--- config.mk ---
export PLATFORM = sky130hd
export DESIGN_NAME = tpw_unit
export DESIGN_NICKNAME = d
export VERILOG_FILES = /design/src/rtl/tpw_pkg.sv /design/src/rtl/tpw_counter.sv /design/src/rtl/tpw_ctrl_reg.sv /design/src/rtl/tpw_channel.sv /design/src/rtl/tpw_unit.sv
export SDC_FILE = /design/constraint.sdc
export NUM_CORES = 1
export LEC_CHECK = 0
export BUFFER_PORTS_ARGS = -buffer_cell sky130_fd_sc_hd__buf_2
export CORE_MARGIN = 2
export CORE_UTILIZATION = 40
export CTS_BUF_LIST = sky130_fd_sc_hd__clkbuf_16
export CTS_CLUSTER_DIAMETER = 100
export DETAILED_ROUTE_END_ITERATION = 8
export GPL_TIMING_DRIVEN = 0
export HOLD_SLACK_MARGIN = 0.03
export PLACE_DENSITY = 0.67
export SKIP_LAST_GASP = 1
export SYNTH_ARGS = -nofsm -noshare
export SYNTH_HDL_FRONTEND = slang
export SYNTH_HIERARCHICAL = 1
export SYNTH_SLANG_ARGS = --single-unit
--- constraint.sdc ---
create_clock -name clk -period 3.4 [get_ports clk]
set_clock_uncertainty 0.05 [all_clocks]
set_input_delay 0.68 -clock clk [delete_from_list [all_inputs] [get_ports clk]]
set_output_delay 0.68 -clock clk [all_outputs]
set_load 0.005 [all_outputs]
--- src/rtl/tpw_pkg.sv ---
package tpw_pkg;

    parameter int CNT_W  = 16;
    parameter int NUM_CH = 4;
    parameter int WORD_W = 32;

    localparam int          KEY_W    = 8;
    localparam int          KEY_LSB  = WORD_W - KEY_W;
    localparam logic [KEY_W-1:0] WR_KEY = 8'h5A;
    localparam int          SEL_LSB  = 20;
    localparam int          MODE_LSB = 4;
    localparam int          PWM_LSB  = 0;
    localparam int          MODE_W   = 2 * NUM_CH;

    typedef enum logic [1:0] {
        ACT_KEEP = 2'b00,
        ACT_CLR  = 2'b01,
        ACT_SET  = 2'b10,
        ACT_FLIP = 2'b11
    } act_e;

    typedef enum logic [1:0] {
        OM_LOW_BELOW  = 2'b00,
        OM_HIGH_BELOW = 2'b01,
        OM_FORCE0     = 2'b10,
        OM_FORCE1     = 2'b11
    } omode_e;

    typedef struct packed {
        logic [NUM_CH-1:0]      pin_sel;
        logic [NUM_CH-1:0][1:0] mode;
        logic [NUM_CH-1:0]      pwm_on;
    } ctrl_t;

    function automatic logic apply_act(act_e a, logic cur);
        case (a)
            ACT_CLR:  return 1'b0;
            ACT_SET:  return 1'b1;
            ACT_FLIP: return ~cur;
            default:  return cur;
        endcase
    endfunction

    function automatic logic pwm_level(omode_e m, logic down,
                                       logic [CNT_W-1:0] c,
                                       logic [CNT_W-1:0] t);
        logic under;
        under = down ? (c <= t) : (c < t);
        case (m)
            OM_LOW_BELOW:  return ~under;
            OM_HIGH_BELOW: return under;
            OM_FORCE0:     return 1'b0;
            default:       return 1'b1;
        endcase
    endfunction

endpackage

--- src/rtl/tpw_counter.sv ---
module tpw_counter
    import tpw_pkg::*;
(
    input  logic             clk,
    input  logic             rst,
    input  logic             run,
    input  logic             down,
    input  logic [CNT_W-1:0] period,
    output logic [CNT_W-1:0] cnt
);

    logic at_top;
    logic at_bottom;

    // a shrunk period must not let the count run through the full range
    assign at_top    = (cnt >= period);
    assign at_bottom = (cnt == '0) || (cnt > period);

    always_ff @(posedge clk) begin
        if (rst) begin
            cnt <= '0;
        end else if (run) begin
            if (down) begin
                cnt <= at_bottom ? period : cnt - 1'b1;
            end else begin
                cnt <= at_top ? '0 : cnt + 1'b1;
            end
        end
    end

endmodule

--- src/rtl/tpw_ctrl_reg.sv ---
module tpw_ctrl_reg
    import tpw_pkg::*;
(
    input  logic              clk,
    input  logic              rst,
    input  logic              wr_en,
    input  logic [WORD_W-1:0] wdata,
    output ctrl_t             ctrl,
    output logic [WORD_W-1:0] rdata
);

    logic key_ok;

    assign key_ok = (wdata[KEY_LSB +: KEY_W] == WR_KEY);

    always_ff @(posedge clk) begin
        if (rst) begin
            ctrl <= '0;
        end else if (wr_en && key_ok) begin
            ctrl.pin_sel <= wdata[SEL_LSB +: NUM_CH];
            ctrl.mode    <= wdata[MODE_LSB +: MODE_W];
            ctrl.pwm_on  <= wdata[PWM_LSB +: NUM_CH];
        end
    end

    // key and reserved bits are left at zero
    always_comb begin
        rdata                      = '0;
        rdata[SEL_LSB +: NUM_CH]   = ctrl.pin_sel;
        rdata[MODE_LSB +: MODE_W]  = ctrl.mode;
        rdata[PWM_LSB +: NUM_CH]   = ctrl.pwm_on;
    end

endmodule

--- src/rtl/tpw_channel.sv ---
module tpw_channel
    import tpw_pkg::*;
(
    input  logic             clk,
    input  logic             rst,
    input  logic             run,
    input  logic             down,
    input  logic [CNT_W-1:0] cnt,
    input  logic [CNT_W-1:0] match,
    input  act_e             act,
    input  omode_e           mode,
    input  logic             pwm_on,
    input  logic             pin_sel,
    input  logic             gpio,
    output logic             pin
);

    logic hit;
    logic act_q;
    logic chan;

    assign hit = run && (cnt == match);

    always_ff @(posedge clk) begin
        if (rst) begin
            act_q <= 1'b0;
        end else if (hit) begin
            act_q <= apply_act(act, act_q);
        end
    end

    always_comb begin
        chan = pwm_on ? pwm_level(mode, down, cnt, match) : act_q;
        pin  = pin_sel ? chan : gpio;
    end

endmodule

--- src/rtl/tpw_unit.sv ---
module tpw_unit
    import tpw_pkg::*;
(
    input  logic                    clk,
    input  logic                    rst,
    input  logic                    run,
    input  logic                    count_down,
    input  logic [CNT_W-1:0]        period,
    input  logic [NUM_CH*CNT_W-1:0] match_vals,
    input  logic [2*NUM_CH-1:0]     act_cfg,
    input  logic                    cfg_wr_en,
    input  logic [WORD_W-1:0]       cfg_wdata,
    output logic [WORD_W-1:0]       cfg_rdata,
    input  logic [NUM_CH-1:0]       gpio_i,
    output logic [CNT_W-1:0]        count_o,
    output logic [NUM_CH-1:0]       pin_o
);

    ctrl_t            ctrl;
    logic [CNT_W-1:0] cnt;

    tpw_counter u_cnt (
        .clk    (clk),
        .rst    (rst),
        .run    (run),
        .down   (count_down),
        .period (period),
        .cnt    (cnt)
    );

    tpw_ctrl_reg u_ctrl (
        .clk   (clk),
        .rst   (rst),
        .wr_en (cfg_wr_en),
        .wdata (cfg_wdata),
        .ctrl  (ctrl),
        .rdata (cfg_rdata)
    );

    for (genvar g = 0; g < NUM_CH; g++) begin : g_ch
        tpw_channel u_ch (
            .clk     (clk),
            .rst     (rst),
            .run     (run),
            .down    (count_down),
            .cnt     (cnt),
            .match   (match_vals[g*CNT_W +: CNT_W]),
            .act     (act_e'(act_cfg[2*g +: 2])),
            .mode    (omode_e'(ctrl.mode[g])),
            .pwm_on  (ctrl.pwm_on[g]),
            .pin_sel (ctrl.pin_sel[g]),
            .gpio    (gpio_i[g]),
            .pin     (pin_o[g])
        );
    end

    assign count_o = cnt;

endmodule

* Yosys cells after proc, flatten, opt, wreduce, memory -nomap -nowiden *
Cells that the tools add are included.

operators by class
  multiplexer cells = 23
  equality and inequality tests = 25
  magnitude comparators = 10
  $add $sub $neg = 2
  bitwise logic cells = 8
  reductions and logical operators = 19

operators with widths
  cell                                                 count
  == test 16 bit                                       4
  less-or-equal comparator 16 bit                      4
  < comparator 16 bit                                  4
  two-way mux 16 bit                                   3
  == test 2 bit (second input constant)                12
  case mux 1 bit (3 select lines)                      8
  adder 16 x 1 -> 16 bit (second input constant)       1
  == test 2 x 1 -> 1 bit (second input constant)       8
  greater-or-equal comparator 16 bit                   1
  greater-than comparator 16 bit                       1
  zero test 16 bit                                     1
  subtractor 16 x 1 -> 16 bit (second input constant)  1
  two-way mux 1 bit                                    12
  nonzero test 3 bit                                   4
  == test 8 x 7 -> 1 bit (second input constant)       1
  zero test 2 bit                                      4
  NOT 1 bit                                            8
  AND reduction 2 bit                                  4
  logical AND 1 bit                                    5
  logical OR 1 bit                                     1

word-level totals
  output and inout bits = 52
  input port bits = 129
  logic and storage cells = 98
  register bits = 36

* Depth between registers and ports, before layout *
  depth in word-level cells = 6
  mapped depth = 10
  gate-level depth less buffers = 9

* By module *
The synthesis kept the hierarchy.

modules (own cells, without submodules)
  module        instances  area an instance (um^2)  cells an instance
  tpw_channel   4          494.2                    65
  tpw_counter   1          1949.4                   249
  tpw_ctrl_reg  1          987.2                    115

* Worst setup path after synthesis *
OpenSTA, ideal clock, no wires.

  path kind = input -> output
  start point = input port match_vals[15]
  end point = output port pin_o[0]
  slack = 810 ps
  required time = 2670 ps
  stages on the path = 6
  path buffers = 0
  arrival = 1860 ps
  cells stage by stage = inv_1 > ha_1 > nand4_2 > a2111oi_0 > o31ai_1 > o211ai_1

on the way
  word-level cells in the longest chain between the ends = 6
  elaborated cells on any way between the ends = 7

RTL lines
  what                                                                    line               RTL
  from (decl)                                                             tpw_unit.sv:9      input logic [NUM_CH*CNT_W-1:0] match_vals,
  < comparator 16 bit or less-or-equal comparator 16 bit (tied branches)  tpw_pkg.sv:48      under = down ? (c <= t) : (c < t);
  two-way mux 1 bit *                                                     tpw_pkg.sv:48
  NOT 1 bit                                                               tpw_pkg.sv:50      OM_LOW_BELOW: return ~under;
  case mux 1 bit (3 select lines) *                                       tpw_pkg.sv:49      case (m)
  two-way mux 1 bit *                                                     tpw_channel.sv:33  chan = pwm_on ? pwm_level(mode, down, cnt, match) : act_q;
  two-way mux 1 bit *                                                     tpw_channel.sv:34  pin = pin_sel ? chan : gpio;
  to (decl)                                                               tpw_unit.sv:16     output logic [NUM_CH-1:0] pin_o

Mark *: on every way between the ends. The rest lies on a longest branch, timed or not.

* Final worst setup path *
  start point = register u_cnt.cnt[15]
  end point = output port pin_o[0]

on the way
  word-level cells in the longest chain between the ends = 6
  elaborated cells on any way between the ends = 7

RTL lines
  what                                                                    line               RTL
  from (decl)                                                             tpw_counter.sv:9   output logic [CNT_W-1:0] cnt
  from (signal assigned)                                                  tpw_counter.sv:24  cnt <= at_bottom ? period : cnt - 1'b1;
  from (signal assigned)                                                  tpw_counter.sv:26  cnt <= at_top ? '0 : cnt + 1'b1;
  < comparator 16 bit or less-or-equal comparator 16 bit (tied branches)  tpw_pkg.sv:48
  two-way mux 1 bit *                                                     tpw_pkg.sv:48
  NOT 1 bit                                                               tpw_pkg.sv:50
  case mux 1 bit (3 select lines) *                                       tpw_pkg.sv:49
  two-way mux 1 bit *                                                     tpw_channel.sv:33
  two-way mux 1 bit *                                                     tpw_channel.sv:34

Marked as above.

==> results.py <==
metrics = {
    "worst_setup_path": {
        "cp_max_fo": 10,
        "reg2reg_depth": 10,
        "critical_path.endpoint_type": "primary output",
        "critical_path_required_ps": 2670,
        "worstSetupPathType": "reg2out",
        "start_kind": "flop",
        "worstPathArrival_ps": 2490,
    },
    "sta": {
        "fmax_ghz": 0.3101,
        "worst_pin_slew_ps": 597.3,
        "slew_headroom": 0.5981,
        "slew_violations": 0,
        "fin_tns_setup_ps": 0,
        "rsz0062_at_grt": "false",
        "period_minus_slack_ps": 3225,
        "hold_viol": 0,
        "fin_crit_sh": 0.9485,
        "setup_viol": 0,
    },
    "floorplanning": {
        "row_count": 40,
        "core_um2": 12010,
        "io_pins": 181,
        "die_y_um": 114.8,
        "fp.dieW_um": 114.8,
        "dieArea_um2": 13190,
        "start_util": 0.4091,
    },
    "placed_design": {
        "globalplace.congestion": 0.8631,
        "numPortBuffers": 156,
        "place_hpwl_um": 12090,
    },
    "clock_tree": {
        "cts_buffers": 5,
        "cts_setup_buffers": 0,
        "clk_latency_ps": 280,
        "path_clk_slew_ps": 60,
        "postCtsResizedCells": 0,
        "clock_sinks": 36,
        "clock_path_buffers": 2,
        "ctsHoldBuffers": 0,
        "cts_tree": "yes",
        "clockRootBuffer": "clkbuf_16",
        "h-tree-depth": 2,
    },
    "yosys": {
        "ys_seq_area_frac": 0.1467,
        "synth_commonest_cells": "ha_1, inv_1, a21oi_1",
        "synth_seq_cells": 36,
        "synth.distinct_cells": 66,
        "synth_top_area_frac": 0.2114,
        "netlist_top_cells_area": "ha_1, dfxtp_1, inv_1",
        "synth_edf_count": 0,
        "yosys_most_used_dff": "dfxtp_1",
        "synth.largest_area_cell": "ha_1",
        "postSynthAreaPerCell_um2": 7.874,
        "synth.cell_area_um2": 4913,
        "ys_warn_count": 6,
        "async_flop_share": 0,
        "syn_inst": 624,
    },
    "finish": {
        "areaGrowthSynthToFinish_pct": 24.09,
        "n_fill_cell": 1233,
        "n_antenna_cell": 0,
        "multi_input_area_um2": 3486,
        "regArea_um2": 720.7,
        "drive_gt1_frac": 0.3051,
        "fin_nets": 1014,
    },
    "power_and_ir_drop": {
        "p_per_area_nw_per_um2": 556.3,
        "leakage_nw": 3.143,
        "finalPower_mw": 3.392,
        "vdd_drop_max_v": 0.0002898,
    },
    "route": {
        "avgViaCountPerCell": 5.302,
        "ant_nets": 0,
        "dr_total_vias": 5037,
        "first_pass_iters": 6,
        "routed_wl_um": 14990,
        "drt_iter0_drc": 334,
        "wl_per_cell_um": 15.77,
        "drc": 0,
    },
    "grt": {
        "grt_max_degree": 13,
        "grt_pass1_vias": 4668,
        "track_usage": 0.2227,
        "gr-total-overflow": 0,
        "grt_pass1_wl_um": 23320,
        "antenna_found_initial": 0,
    },
    "status": {
        "outcome": "finished clean",
    },
    "worst_hold_path": {
        "hold_class": "reg2reg",
        "hold_path_depth": 1,
    },
    "run": {
        "maxCapViolCount": 0,
    },
}
==> per-stage QoR <==
| step | instances | cell area, um^2 | setup WS, ps | util | hold slack, ps |
|---|---|---|---|---|---|
| after CTS | 950 | 6097 | 181.5 | 0.5076 | 433.2 |
| after detailed placement | 942 | 5934 | 291.1 | 0.4941 | 422.5 |
| after floorplan | 639 | 4970 | 809.6 | - | 384.5 |
| after global placement | 942 | 5934 | 303.4 | 0.4941 | 414.3 |
| final | 950 | 6097 | 175.2 | 0.5076 | 429.8 |
| after global routing | 950 | 6097 | 18.50 | 0.5076 | 458.7 |
==> logic make-up after synthesis <==
group	after synthesis	synth area share
flip-flops	36	0.1467
AND/OR/NAND/NOR	161	0.2055
multiplexers	17	0.03514
adder cells (fa/ha/maj)	83	0.2114
AO/OA/AOI/OAI	166	0.2220
buffers and inverters	147	0.1553
other	1	0.0007632
XOR/XNOR	13	0.02317
==> flip-flops by register name, summed over array words and instances (netlist names) <==
| signal | flops |
|---|---|
| g_ch.u_ch/act_q | 4 |
| u_ctrl/ctrl | 16 |
| u_cnt/cnt | 16 |
==> routing by layer <==
layer  up-vias  global-route usage  routed length (um)
met5         -                   0                   0
met4         0             0.05542                 271
met3        21             0.03110                1272
met2       222              0.3412                6045
met1      2188              0.3284                7397
li1       2606                   -                   -
==> report_power, final <==
group | internal [mW] | switching [mW] | leakage, nW
Sequential | 0.488 | 0.216 | 0.292
Clock | 0.341 | 0.181 | 0.0789
Combinational | 0.984 | 1.18 | 2.77
==> area by class of cell <==
class	count	area share
plain buffers	63	0.07347
clock buffers	5	0.02052
clock inverters	3	0.006156
inverters	84	0.05171
multi-input cells	456	0.5717
flip-flops and latches	36	0.1182
well taps	147	0.03017
repair buffers	156	0.1281
==> cell usage in the layout, fill, tap and decap left out, types with 12 or more instances in the layout <==
cell type	n
a21oi_1	59
buf_2	165
buf_4	36
conb_1	16
dfxtp_1	36
ha_1	83
inv_1	83
mux2i_1	15
nand2_1	25
nand3_1	13
nand4_1	38
nor2_1	16
o22ai_1	12
o31ai_1	21
==> path summary, 6_finish.rpt <==
| kind | startpoint | to | slack [ps] |
|---|---|---|---|
| worst max-delay path | u_cnt/cnt[15]$_SDFFE_PP0P_ | pin_o[0] | 180 |
| worst min-delay path | g_ch[2].u_ch/act_q$_SDFFE_PP0P_ | g_ch[2].u_ch/act_q$_SDFFE_PP0P_ | 430 |
| worst max register to register | u_cnt/cnt[0]$_SDFFE_PP0P_ | u_cnt/cnt[5]$_SDFFE_PP0P_ | 550 |
| worst min register to register | g_ch[2].u_ch/act_q$_SDFFE_PP0P_ | g_ch[2].u_ch/act_q$_SDFFE_PP0P_ | 430 |
==> worst max-delay path, cell delays in order (launching register included) <==
cell	delay, ps
dfxtp_1	660
ha_1	360
a21oi_1	170
o21a_1	120
o21ai_0	140
o31ai_1	360
nand4_1	140
o211ai_1	110
buf_2	140
No activity file was read; power rests on OpenSTA's default activity.
